[config.mk]
export PLATFORM = sky130hd
export DESIGN_NAME = cbr_refresh_sched
export DESIGN_NICKNAME = d
export VERILOG_FILES = /design/src/rtl/cbr_refresh_pkg.sv /design/src/rtl/cbr_refresh_interval.sv /design/src/rtl/cbr_refresh_owed.sv /design/src/rtl/cbr_refresh_seq.sv /design/src/rtl/cbr_refresh_init.sv /design/src/rtl/cbr_refresh_sched.sv
export SDC_FILE = /design/constraint.sdc
export NUM_CORES = 1
export LEC_CHECK = 0
export ABC_AREA = 1
export BUFFER_PORTS_ARGS = -buffer_cell sky130_fd_sc_hd__buf_2
export CAP_MARGIN = 20
export CORE_MARGIN = 8
export CORE_UTILIZATION = 35
export DETAILED_ROUTE_END_ITERATION = 16
export PLACE_DENSITY = 0.56
export SLEW_MARGIN = 25
export SYNTH_ARGS = -nofsm -noshare
export SYNTH_HDL_FRONTEND = slang
export SYNTH_SLANG_ARGS = --single-unit
[constraint.sdc]
create_clock -name clk -period 2.5 [get_ports clk]
set_input_delay 0.5 -clock clk [delete_from_list [all_inputs] [get_ports clk]]
set_output_delay 0.5 -clock clk [all_outputs]
set_load 0.02 [all_outputs]
[src/rtl/cbr_refresh_pkg.sv]
package cbr_refresh_pkg;

    typedef enum logic [1:0] {
        SEQ_IDLE      = 2'd0,
        SEQ_CAS_LEAD  = 2'd1,
        SEQ_RAS_LOW   = 2'd2,
        SEQ_PRECHARGE = 2'd3
    } seq_state_e;

    typedef enum logic [1:0] {
        PH_PAUSE  = 2'd0,
        PH_WARMUP = 2'd1,
        PH_READY  = 2'd2
    } init_phase_e;

    typedef struct packed {
        logic ras_n;
        logic cas_n;
        logic busy;
    } strobe_t;

    // bits needed for a counter running 0 .. limit-1
    function automatic int cnt_width(input int limit);
        return (limit < 2) ? 1 : $clog2(limit);
    endfunction

    // bits needed to hold 0 .. limit
    function automatic int val_width(input int limit);
        return (limit < 1) ? 1 : $clog2(limit + 1);
    endfunction

    function automatic int max3(input int a, input int b, input int c);
        int m;
        m = (a > b) ? a : b;
        return (m > c) ? m : c;
    endfunction

endpackage

[src/rtl/cbr_refresh_interval.sv]
module cbr_refresh_interval
    import cbr_refresh_pkg::*;
#(
    parameter int INTERVAL_CYC = 3120
) (
    input  logic clk,
    input  logic rst,
    input  logic run,
    output logic tick
);
    localparam int CW = cnt_width(INTERVAL_CYC);
    localparam logic [CW-1:0] LAST = CW'(INTERVAL_CYC - 1);

    logic [CW-1:0] cnt_q;

    always_ff @(posedge clk) begin
        if (rst || !run) begin
            cnt_q <= '0;
        end else if (cnt_q == LAST) begin
            cnt_q <= '0;
        end else begin
            cnt_q <= cnt_q + CW'(1);
        end
    end

    assign tick = run && (cnt_q == LAST);

endmodule

[src/rtl/cbr_refresh_owed.sv]
module cbr_refresh_owed
    import cbr_refresh_pkg::*;
#(
    parameter int MAX_OWED = 4
) (
    input  logic                             clk,
    input  logic                             rst,
    input  logic                             tick,
    input  logic                             take,
    output logic [val_width(MAX_OWED)-1:0]   owed,
    output logic                             owed_nz,
    output logic                             overflow
);
    localparam int OW = val_width(MAX_OWED);
    localparam logic [OW-1:0] FULL = OW'(MAX_OWED);

    logic [OW-1:0] owed_q;
    logic [OW-1:0] owed_d;
    logic          full;
    logic          accept;
    logic          ovf_q;

    assign full   = (owed_q == FULL);
    assign accept = tick && (!full || take);

    always_comb begin
        owed_d = owed_q;
        if (accept && !take) begin
            owed_d = owed_q + OW'(1);
        end else if (!accept && take) begin
            owed_d = owed_q - OW'(1);
        end
    end

    always_ff @(posedge clk) begin
        if (rst) begin
            owed_q <= '0;
            ovf_q  <= 1'b0;
        end else begin
            owed_q <= owed_d;
            ovf_q  <= tick && full && !take;
        end
    end

    assign owed     = owed_q;
    assign owed_nz  = (owed_q != '0);
    assign overflow = ovf_q;

endmodule

[src/rtl/cbr_refresh_seq.sv]
module cbr_refresh_seq
    import cbr_refresh_pkg::*;
#(
    parameter int CAS_LEAD_CYC = 2,
    parameter int CAS_HOLD_CYC = 2,
    parameter int RAS_LOW_CYC  = 16,
    parameter int PRECH_CYC    = 10
) (
    input  logic    clk,
    input  logic    rst,
    input  logic    go,
    output logic    taken,
    output logic    idle,
    output strobe_t strb
);
    localparam int LONGEST = max3(CAS_LEAD_CYC, RAS_LOW_CYC, PRECH_CYC);
    localparam int CW      = cnt_width(LONGEST);
    localparam logic [CW-1:0] LEAD_LAST = CW'(CAS_LEAD_CYC - 1);
    localparam logic [CW-1:0] RAS_LAST  = CW'(RAS_LOW_CYC - 1);
    localparam logic [CW-1:0] PRE_LAST  = CW'(PRECH_CYC - 1);
    localparam logic [CW-1:0] HOLD_END  = CW'(CAS_HOLD_CYC);

    seq_state_e    state_q;
    seq_state_e    state_d;
    logic [CW-1:0] cnt_q;
    logic [CW-1:0] cnt_d;
    logic          last;
    logic          free;

    always_comb begin
        case (state_q)
            SEQ_CAS_LEAD:  last = (cnt_q == LEAD_LAST);
            SEQ_RAS_LOW:   last = (cnt_q == RAS_LAST);
            SEQ_PRECHARGE: last = (cnt_q == PRE_LAST);
            default:       last = 1'b0;
        endcase
    end

    assign free  = (state_q == SEQ_IDLE) || ((state_q == SEQ_PRECHARGE) && last);
    assign taken = free && go;

    always_comb begin
        state_d = state_q;
        cnt_d   = cnt_q;
        if (taken) begin
            state_d = SEQ_CAS_LEAD;
            cnt_d   = '0;
        end else if (state_q != SEQ_IDLE) begin
            if (last) begin
                cnt_d = '0;
                case (state_q)
                    SEQ_CAS_LEAD: state_d = SEQ_RAS_LOW;
                    SEQ_RAS_LOW:  state_d = SEQ_PRECHARGE;
                    default:      state_d = SEQ_IDLE;
                endcase
            end else begin
                cnt_d = cnt_q + CW'(1);
            end
        end
    end

    always_ff @(posedge clk) begin
        if (rst) begin
            state_q <= SEQ_IDLE;
            cnt_q   <= '0;
        end else begin
            state_q <= state_d;
            cnt_q   <= cnt_d;
        end
    end

    // strobe decode from the phase registers
    always_comb begin
        strb.busy  = (state_q != SEQ_IDLE);
        strb.ras_n = (state_q != SEQ_RAS_LOW);
        strb.cas_n = !((state_q == SEQ_CAS_LEAD) ||
                       ((state_q == SEQ_RAS_LOW) && (cnt_q < HOLD_END)));
    end

    assign idle = (state_q == SEQ_IDLE);

endmodule

[src/rtl/cbr_refresh_init.sv]
module cbr_refresh_init
    import cbr_refresh_pkg::*;
#(
    parameter int PAUSE_CYC  = 40000,
    parameter int WARMUP_CYC = 8
) (
    input  logic        clk,
    input  logic        rst,
    input  logic        seq_idle,
    input  logic        started,
    output init_phase_e phase,
    output logic        warm_go
);
    localparam int PW = cnt_width(PAUSE_CYC);
    localparam int WW = val_width(WARMUP_CYC);
    localparam logic [PW-1:0] PAUSE_LAST = PW'(PAUSE_CYC - 1);
    localparam logic [WW-1:0] WARM_ALL   = WW'(WARMUP_CYC);

    init_phase_e   phase_q;
    logic [PW-1:0] pause_q;
    logic [WW-1:0] warm_left_q;

    always_ff @(posedge clk) begin
        if (rst) begin
            phase_q     <= PH_PAUSE;
            pause_q     <= '0;
            warm_left_q <= WARM_ALL;
        end else begin
            case (phase_q)
                PH_PAUSE: begin
                    if (pause_q == PAUSE_LAST) begin
                        phase_q <= PH_WARMUP;
                    end else begin
                        pause_q <= pause_q + PW'(1);
                    end
                end
                PH_WARMUP: begin
                    if (started) begin
                        warm_left_q <= warm_left_q - WW'(1);
                    end
                    if ((warm_left_q == '0) && seq_idle) begin
                        phase_q <= PH_READY;
                    end
                end
                default: phase_q <= PH_READY;
            endcase
        end
    end

    assign phase   = phase_q;
    assign warm_go = (phase_q == PH_WARMUP) && (warm_left_q != '0);

endmodule

[src/rtl/cbr_refresh_sched.sv]
module cbr_refresh_sched
    import cbr_refresh_pkg::*;
#(
    parameter int PAUSE_CYC    = 40000,
    parameter int WARMUP_CYC   = 8,
    parameter int INTERVAL_CYC = 3120,
    parameter int MAX_OWED     = 4,
    parameter int CAS_LEAD_CYC = 2,
    parameter int CAS_HOLD_CYC = 2,
    parameter int RAS_LOW_CYC  = 16,
    parameter int PRECH_CYC    = 10
) (
    input  logic clk,
    input  logic rst,
    input  logic ref_gnt,
    output logic ref_req,
    output logic ref_active,
    output logic dram_ras_n,
    output logic dram_cas_lo_n,
    output logic dram_cas_hi_n,
    output logic dram_we_n,
    output logic dram_oe_n,
    output logic init_done,
    output logic deadline_err
);
    localparam int OW = val_width(MAX_OWED);

    init_phase_e   phase;
    strobe_t       strb;
    logic          warm_go;
    logic          ready;
    logic          tick;
    logic          go;
    logic          taken;
    logic          take_owed;
    logic          seq_idle;
    logic          owed_nz;
    logic [OW-1:0] owed_cnt;

    cbr_refresh_init #(
        .PAUSE_CYC  (PAUSE_CYC),
        .WARMUP_CYC (WARMUP_CYC)
    ) u_init (
        .clk      (clk),
        .rst      (rst),
        .seq_idle (seq_idle),
        .started  (taken),
        .phase    (phase),
        .warm_go  (warm_go)
    );

    assign ready = (phase == PH_READY);

    cbr_refresh_interval #(
        .INTERVAL_CYC (INTERVAL_CYC)
    ) u_timer (
        .clk  (clk),
        .rst  (rst),
        .run  (ready),
        .tick (tick)
    );

    assign take_owed = taken && ready;

    cbr_refresh_owed #(
        .MAX_OWED (MAX_OWED)
    ) u_owed (
        .clk      (clk),
        .rst      (rst),
        .tick     (tick),
        .take     (take_owed),
        .owed     (owed_cnt),
        .owed_nz  (owed_nz),
        .overflow (deadline_err)
    );

    // warm-up runs unattended; afterwards a grant and an owed refresh are needed
    assign go = warm_go || (ready && ref_gnt && owed_nz);

    cbr_refresh_seq #(
        .CAS_LEAD_CYC (CAS_LEAD_CYC),
        .CAS_HOLD_CYC (CAS_HOLD_CYC),
        .RAS_LOW_CYC  (RAS_LOW_CYC),
        .PRECH_CYC    (PRECH_CYC)
    ) u_seq (
        .clk   (clk),
        .rst   (rst),
        .go    (go),
        .taken (taken),
        .idle  (seq_idle),
        .strb  (strb)
    );

    assign ref_req       = ready && (owed_nz || !seq_idle);
    assign ref_active    = strb.busy;
    assign dram_ras_n    = strb.ras_n;
    assign dram_cas_lo_n = strb.cas_n;
    assign dram_cas_hi_n = strb.cas_n;
    assign dram_we_n     = 1'b1;
    assign dram_oe_n     = 1'b1;
    assign init_done     = ready;

endmodule

# After elaboration in Yosys (flattened, before gate mapping)
# Index checks and enable logic that the tools add are counted.
dict set report op_classes {
  add_sub_neg 6
  magnitude_cmp 1
  eq_ne 14
  muxes 11
  bitwise 1
  reduce_logical 43
}
# operator n
set op_table {}
lappend op_table {{16-bit by 1-bit adder with 16-bit output, second input constant} 1}
lappend op_table {{16-bit == test, second input constant} 1}
lappend op_table {{1-bit logical AND} 15}
lappend op_table {{12-bit by 1-bit adder with 12-bit output, second input constant} 1}
lappend op_table {{12-bit == test, second input constant} 1}
lappend op_table {{2-bit AND reduction} 5}
lappend op_table {{4-bit == test, second input constant} 2}
lappend op_table {{2-bit case mux with 2 select lines} 2}
lappend op_table {{2-bit nonzero test} 4}
lappend op_table {{2-bit == test, second input constant} 3}
lappend op_table {{1-bit zero test} 6}
lappend op_table {{1-bit logical OR} 6}
lappend op_table {{3-bit two-way mux} 2}
lappend op_table {{4-bit by 1-bit adder with 4-bit output, second input constant} 1}
lappend op_table {{2-bit by 1-bit == test with 1-bit output, second input constant} 2}
lappend op_table {{4-bit by 1-bit == test with 1-bit output, second input constant} 1}
lappend op_table {{2-bit zero test} 2}
lappend op_table {{4-bit zero test} 1}
lappend op_table {{4-bit by 2-bit less-than comparator with 1-bit output, second input constant} 1}
lappend op_table {{2-bit two-way mux} 2}
lappend op_table {{4-bit two-way mux} 1}
lappend op_table {{2-bit by 1-bit != test with 1-bit output, second input constant} 2}
lappend op_table {{4-bit nonzero test} 1}
lappend op_table {{2-bit OR reduction} 2}
lappend op_table {{other kinds (9)} 11}
dict set report totals {
  reg_bits 44
  in_bits 3
  output_inout_bits 9
  elab_cells 85
}

# Depth between registers and ports, before layout
# Gate-level depths: netlist (run 1).
dict set report depth {
  word_depth 12
  depth_mapped 16
  mapped_depth_nobuf 16
}

# By module
# A second synthesis (run 1) with hierarchy kept.
dict set report hier_totals {
  cells_unflattened 416
  hier_area_um2 2702.6
}
# mod instances cells_per_inst area_each_um2 seq_area_each_um2
set modules_own_cells {}
lappend modules_own_cells {cbr_refresh_init 1 220 1342.5 440.4}
lappend modules_own_cells {cbr_refresh_interval 1 83 596.8 240.2}
lappend modules_own_cells {cbr_refresh_seq 1 65 457.9 120.1}
lappend modules_own_cells {cbr_refresh_owed 1 31 226.5 80.1}
lappend modules_own_cells {cbr_refresh_sched 1 17 78.8 0.0}

# Least setup slack after synthesis (run 1)
# Ideal clock, no wire load.
dict set report synth_timing {
  path_type {reg2reg}
  startpoint {register u_seq.state_q[0]}
  endpoint {register u_owed.owed_q[2] (netlist: u_owed.owed[2])}
  setup_time_ns 0.122
  arrival_ns 2.530
  required_ns 2.378
  slack_ns -0.152
  path_stages_with_launch 17
  path_buffers 0
  synth_period_minus_slack_ns 2.652
  cell_sequence {dfxtp_1 > inv_1 > ha_1 > inv_2 > nand2_1 > nor2_1 > nand4_1 > nand2_1 > nand3_1 > a21boi_1 > ha_1 > inv_1 > fa_1 > a21oi_1 > o21ai_0 > o21ai_0 > a21oi_1}
}
dict set report synth_via {
  elab_chain_cells 11
  elab_cells_between_ends 17
  classes_between {eq/ne (3); mux (2); reduce/logical (12)}
}
# item line_no
set synth_lines {}
lappend synth_lines {{start, declared} cbr_refresh_seq.sv:23} ;# seq_state_e state_q;
lappend synth_lines {{start signal, assigned} cbr_refresh_seq.sv:67} ;# state_q <= state_d;
lappend synth_lines {{2-bit == test (tied with other cells)} {cbr_refresh_seq.sv:31, cbr_refresh_seq.sv:39}}
lappend synth_lines {{1-bit case mux with 3 select lines} cbr_refresh_seq.sv:31} ;# case (state_q)
lappend synth_lines {{1-bit logical AND} cbr_refresh_seq.sv:39} ;# assign free = (state_q == SEQ_IDLE) || ((state_q == SEQ_PRECHARGE) && last);
lappend synth_lines {{1-bit logical OR (*)} cbr_refresh_seq.sv:39}
lappend synth_lines {{1-bit logical AND (*)} cbr_refresh_seq.sv:40} ;# assign taken = free && go;
lappend synth_lines {{1-bit logical AND (*)} cbr_refresh_sched.sv:63} ;# assign take_owed = taken && ready;
lappend synth_lines {{1-bit logical OR} cbr_refresh_owed.sv:24} ;# assign accept = tick && (!full || take);
lappend synth_lines {{1-bit logical AND} cbr_refresh_owed.sv:24}
lappend synth_lines {{1-bit zero test} cbr_refresh_owed.sv:30} ;# end else if (!accept && take) begin
lappend synth_lines {{1-bit logical AND} cbr_refresh_owed.sv:30}
lappend synth_lines {{2-bit nonzero test (no line)} -}
lappend synth_lines {{end signal, assigned} cbr_refresh_owed.sv:40} ;# owed_q <= owed_d;
lappend synth_lines {{end, declared} cbr_refresh_owed.sv:17} ;# logic [OW-1:0] owed_q;
# Every way passes the cells marked *; elsewhere a longest branch is shown, timed or not.
# A chain may end at the register's enable or synchronous reset.

# Final worst setup path (run 1)
# Same ends and word-level chain as after synthesis.

==> results of run 1 <==
==> metal layers <==
metal	track usage (%)	vias to the layer above
li1	-	1131
met2	18.1	13
met4	2.44	0
met5	0	-
met3	2.26	4
met1	12.3	931
==> flip-flops by register name, summed over array words and instances (netlist names) <==
signal              count
u_init.phase            2
u_timer.cnt_q          12
u_init.warm_left_q      4
u_owed.overflow         1
u_owed.owed             3
u_seq.cnt_q             4
u_init.pause_q         16
u_seq.state_q           2
==> logic make-up (layout without fill, tap and decap cells) <==
family,Yosys count,after routing,share of synthesized area (%)
and+or+nand+nor,165,165,31.7
buffers and inverters,55,74,10.0
AOI/OAI and AO/OA,49,49,11.5
DFF,44,44,36.5
xor gates and xnor gates,13,13,4.72
adders and majority gates,10,10,5.49
other,1,2,0.155
==> cells in the final DEF, fill, tap and decap left out, types with 2 or more instances in the layout <==
master	netlist	final
nand2_1	63	61
dfxtp_1	44	42
inv_1	44	41
nor2_1	37	34
a21oi_1	23	22
nand3_1	22	21
nor3_1	14	14
o21ai_0	15	13
nand4_1	12	12
xor2_1	12	12
nand2_2	9	11
buf_4	3	11
buf_2	0	9
a21oi_2	6	7
ha_1	9	5
clkbuf_8	0	5
inv_4	0	4
nor3b_1	3	3
ha_4	0	3
nor2_2	0	2
a31oi_1	2	2
nand3_2	2	2
conb_1	1	2
dfxtp_4	0	2
==> metrics by stage <==
| stage | total power (W) | hold WS (ns) | cell area [sq um] | util (%) |
|---|---|---|---|---|
| 2_1_floorplan | 0.00128 | 0.418 | 2440 | - |
| 3_3_place_gp | 0.00138 | 0.433 | 2570 | 38.3 |
| 3_5_place_dp | 0.00140 | 0.439 | 2570 | 38.3 |
| 4_1_cts | 0.00197 | 0.453 | 2690 | 40.0 |
| 5_1_grt | 0.00212 | 0.487 | 2790 | 41.6 |
| 6_report | 0.00198 | 0.448 | 2790 | 41.6 |
==> path summary, 6_finish.rpt <==
kind | from | end | slack (ns)
worst max-delay path | u_seq.state_q[0] | u_owed.owed[2] | 0.09
worst min register to register | u_timer.cnt_q[0] | u_timer.cnt_q[0] | 0.45
worst max register to register | u_seq.state_q[0] | u_owed.owed[2] | 0.09
worst min-delay path | u_timer.cnt_q[0] | u_timer.cnt_q[0] | 0.45
==> area by class of cell <==
class,count,area [sq um]
repair buffers,20,128
inverters,46,183
well taps,80,100
flip-flops and latches,44,888
fillers,692,3930
multi-input cells,239,1380
clock buffers,5,68.8
clock inverters,3,46.3
==> power groups by stage <==
stage / combinational [W] / clock, W / sequential (W)
finish: 0.000611 / 0.000560 / 0.000812
CTS: 0.000583 / 0.000587 / 0.000805
global route: 0.000687 / 0.000612 / 0.000821
detailed placement: 0.000582 / 0 / 0.000818
floorplan: 0.000476 / 0 / 0.000807
global placement: 0.000566 / 0 / 0.000816
==> critical path, stage by stage, from the launching register on <==
cell and delay [ns]:
dfxtp_4 0.40, inv_4 0.05, ha_4 0.17, nor2_4 0.08, nor2_2 0.05, nor2_2 0.13, nand4_1 0.12, nand2_2 0.11
nand3_4 0.09, a21boi_2 0.13, ha_2 0.20, inv_4 0.04, fa_2 0.37, a21oi_2 0.14, o21ai_2 0.07, o21ai_1 0.12
a21oi_1 0.04
==> what timing repair did <==
item,CTS,global route
gates cloned,0,0
setup endpoints to repair,1,2
setup buffers,0,3
pin swaps,0,11
gates resized for setup,1,24
hold buffers,0,0
==> impl_metrics.ini, run 1 <==
[logic_synthesis]
yosysMostFrequentCell = nand2_1
synth_top_cells_by_count = nand2_1, dfxtp_1, inv_1
postSynthCellCount = 337
ys.flop_type = dfxtp_1
ys_seq_area_share_pct = 36.5
synth_edf_count = 0
ys_seq_elements = 44
yosys-top-cells-area = dfxtp_1, nand2_1, inv_1, nor2_1, a21oi_1
ys_types = 32
avgSynthCellArea_sq_um = 7.17
async_flop_share_pct = 0
yosys_warnings = 0
synth_top_area_share_pct = 36.5
synth_area_sq_mm = 0.00241
synth_top_cell_by_area = dfxtp_1

[power]
p_clk_share_pct = 28.2
power_frac_comb_pct = 30.8
p_sw_w = 0.000720
leakage_nw = 0.988
cellPowerDensity_mw_per_mm2 = 710
vdd_drop_max_mv = 0.282
p_int_w = 0.00126
switching_share_pct = 36.3
seqPwrFrac_pct = 41.0

[drt]
dr.pass1.iters = 4
routedWlPerCell_microns = 11.3
dr_wl_met3_microns = 116
ant_nets = 0
drt_wl_total_microns = 4950
viasPerCell = 4.76
dr_wl_met2_microns = 2370
drc_errors = 0
drt_iter0_drc = 65
wl_met1_microns = 2420
top_layer_used = met4
vias = 2079

[cts]
clkTransAtPathRegs_ns = 0.09
cts_tree = built
cts-root-buf = clkbuf_8
clk-insertion-delay-late_ns = 0.29
cts.sinks = 44
htree_levels = 2
cts-buffers-inserted = 5
clk_path_buf_depth = 2

[grt]
grt_max_degree = 20
grt_pass1_wl_microns = 8540
antenna_found_initial = 0
grt_use_total_pct = 10.3
grt_overflow_total = 0
first_global_vias = 1943

[hold_path]
min_path_cells = 1
min_path_type = flip-flop to flip-flop

[timing]
max_freq_mhz = 415
period_needed_ns = 2.41
finalSetupTns_ns = 0
worst_slack_ns = 0.0884
clock_skew_ns = 0.0107
rsz0062_at_grt = true
drv_slew = 0
hold_viol = 0
finalSetupViolations = 0
period_share_pct = 96.5

[worst_setup_path]
critPathLaunchType = flip-flop
cp_data_arrival_time_ns = 2.60
required_ns = 2.69
critical_path_class = flip-flop to flip-flop
end_kind = flip-flop
crit_fanout = 4
r2r_cells = 16

[placed_design]
dp.cells = 426
dp_slack_ns = -0.0179
dp_hpwl_microns = 3610
numPortBuffers = 9
gp_congestion = 0.819

[run]
cap_violations = 0

[die]
io_pins = 12
dieArea_sq_mm = 0.00981
die_y_microns = 99.1
die_x_microns = 99.1
rows = 30
core_area_sq_mm = 0.00672
initial_utilization_pct = 35.9

[cells_and_area]
final_layout_size_suffix_gt1_share_pct = 18.8
nNetsFinal = 369
final_cells = 437
antenna-diode-count = 0
syn2layout_area_growth_pct = 15.7

[status]
status = finished clean
Note: power is estimated with default switching activity, not from simulation.
==> run 2, diff against run 1 <==
- PLACE_DENSITY: 0.56 -> 0.54
- clock period: 2.5 -> 3.13 ns (I/O delays scaled with it)
==> run 2 against run 1 <==
Clock power down 34%. Clock skew down 0.00078 ns. Maximum frequency down 13%. Final cell count down 2.1%. Critical endpoint unchanged. Core utilization down 2.8 points. Cell area down 6.8%. Critical path depth unchanged. Highest routed layer unchanged. Global-route usage up 0.23 points. Die area unchanged. First-iteration DRC count up 4.6%.
==> impl_metrics.ini, run 2 (synthesized netlist as in run 1, its figures left out) <==
[drt]
dr.pass1.iters = 4
ant_nets = 0
vias = 2043
drt_wl_total_microns = 4690
routedWlPerCell_microns = 11.0
drc_errors = 0
viasPerCell = 4.77
drt_iter0_drc = 68

[status]
status = finished clean

[worst_setup_path]
critical_path.startpoint = u_seq.state_q[0]
cp_data_arrival_time_ns = 2.96
crit_fanout = 7
r2r_end = u_owed.owed[2]
reg2reg_slack_ns = 0.36
timing.rr.start = u_seq.state_q[0]
critical_path_class = flip-flop to flip-flop
cp_slowest_cell = dfxtp_1
critPathLaunchType = flip-flop
required_ns = 3.32
critPathMaxStageDelay_ns = 0.38
path_delay_family = adder cells
cp_cell_sequence = inv_1, ha_1, inv_2, nand2_1, nor2_2, nand4_1, nand2_2, nand3_1, a21boi_1, ha_1, inv_1, fa_1, a21oi_1, o21ai_0, o21ai_0, a21oi_1
end_kind = flip-flop
r2r_cells = 16
crit_buf_inv = 3

[timing]
rsz0062_at_grt = false
slew_headroom_pct = 66.7
worst_slack_ns = 0.361
worstMarginPinSlew_ns = 0.498
clock_skew_ns = 0.00988
drv_slew = 0
max_freq_mhz = 361
period_share_pct = 88.5
finalSetupTns_ns = 0
hold_viol = 0
finalSetupViolations = 0
period_needed_ns = 2.77

[cts]
clk-insertion-delay-late_ns = 0.30
clk_path_buf_depth = 2
clkTransAtPathRegs_ns = 0.09
cts_tree = built
cts.sinks = 44
htree_levels = 2
cts-root-buf = clkbuf_8
holdBufCountCts = 0
cts-buffers-inserted = 5

[cells_and_area]
layout_commonest_cell = nand2_1
antenna-diode-count = 0
top_regs = u_init.pause_q (16), u_timer.cnt_q (12)
syn2layout_area_growth_pct = 7.88
final_layout_size_suffix_gt1_share_pct = 11.8
largest-register = u_init.pause_q
nNetsFinal = 360
largest_register_ffs = 16
fin_util_pct = 38.8
n_fill_cell = 722
final_cell_mix = nand2_1, inv_1, dfxtp_1, nor2_1, a21oi_1

[die]
core_area_sq_mm = 0.00672
die_x_microns = 99.1
dieArea_sq_mm = 0.00981
rows = 30
io_pins = 12
die_y_microns = 99.1
initial_utilization_pct = 35.9

[hold_path]
min_from = u_timer.cnt_q[0]
min_path_type = flip-flop to flip-flop
min_path_cells = 1
hold_path_end = u_timer.cnt_q[0]

[power]
power_frac_comb_pct = 29.1
seqPwrFrac_pct = 45.0
vdd_drop_max_mv = 0.248
leakage_nw = 0.928
p_int_w = 0.000882
p_clk_share_pct = 25.9
p_sw_w = 0.000535
cellPowerDensity_mw_per_mm2 = 544
switching_share_pct = 37.7

[grt]
antenna_found_initial = 0
first_global_vias = 1957
grt_max_degree = 20
grt_overflow_total = 0
grt_use_total_pct = 10.5
grt_pass1_wl_microns = 8610

[placed_design]
gp_congestion = 0.777
numPortBuffers = 9
dp_hpwl_microns = 3500
dp_slack_ns = 0.306

[run]
cap_violations = 0
## run 2: cell types whose count changed in the layout (fill, tap and decap cells not counted), moves of 2 or more
| cell | previous run | this run |
|---|---|---|
| buf_4 | 11 | 2 |
| dfxtp_1 | 42 | 44 |
| dfxtp_4 | 2 | 0 |
| ha_1 | 5 | 9 |
| ha_4 | 3 | 0 |
| inv_1 | 41 | 44 |
| inv_4 | 4 | 0 |
| nor2_1 | 34 | 36 |
| o21ai_0 | 13 | 15 |
## run 2: timing repair
item / in CTS / in global routing
gates resized for setup: 0 / 2
setup endpoints to repair: 0 / 1
setup buffers: 0 / 0
## run 2: stage by stage
| stage | power (W) | hold slack, ns | std cells | cell area [sq um] |
|---|---|---|---|---|
| floorplan | 0.00101 | 0.418 | 338 | 2420 |
| global placement | 0.00107 | 0.433 | 420 | 2510 |
| detailed placement | 0.00107 | 0.442 | 420 | 2510 |
| CTS | 0.00144 | 0.464 | 428 | 2600 |
| global route | 0.00153 | 0.470 | 428 | 2610 |
| finish | 0.00142 | 0.455 | 428 | 2610 |
## run 2: final cells by class
type	instances	area [sq um]	share of cell area, %
tap	80	100	3.84
inverter	46	173	6.63
clock buffer	5	68.8	2.64
sequential	44	881	33.8
timing repair buffer	11	60.1	2.31
clock inverter	3	21.3	0.817
multi-input combinational	239	1300	50.0
## run 2: how the worst max path moves through the flow
stage | endpoint | slack, ns | depth (start not counted)
after floorplan | u_owed.owed[2] | 0.48 | 16
after global placement | u_owed.owed[2] | 0.39 | 16
after detailed placement | u_owed.owed[2] | 0.31 | 16
after CTS | u_owed.owed[2] | 0.28 | 16
after global routing | u_owed.owed[2] | 0.005 | 16
final | u_owed.owed[2] | 0.36 | 16
## run 2: power groups by stage
stage	Clock (W)	Sequential, W	Combinational [W]
floorplan	0	0.000644	0.000369
detailed placement	0	0.000651	0.000415
finish	0.000367	0.000638	0.000413
global route	0.000410	0.000647	0.000477
global placement	0	0.000651	0.000417
CTS	0.000385	0.000638	0.000417
## run 2: routing by layer
metal  track usage, %  wire, microns  vias up
met3             2.68            140        4
met5                0              0        -
met2             16.9           2150       21
met4             3.73             27        0
li1                 -              -     1109
met1             13.3           2370      909
## run 2: worst reg2reg max path, stage by stage, from the launching register on
cell      delay, ns
dfxtp_1        0.38
inv_1          0.08
ha_1           0.24
inv_2          0.13
nand2_1        0.10
nor2_2         0.15
nand4_1        0.11
nand2_2        0.13
nand3_1        0.13
a21boi_1       0.15
ha_1           0.15
inv_1          0.06
fa_1           0.37
a21oi_1        0.15
o21ai_0        0.11
o21ai_0        0.17
a21oi_1        0.05
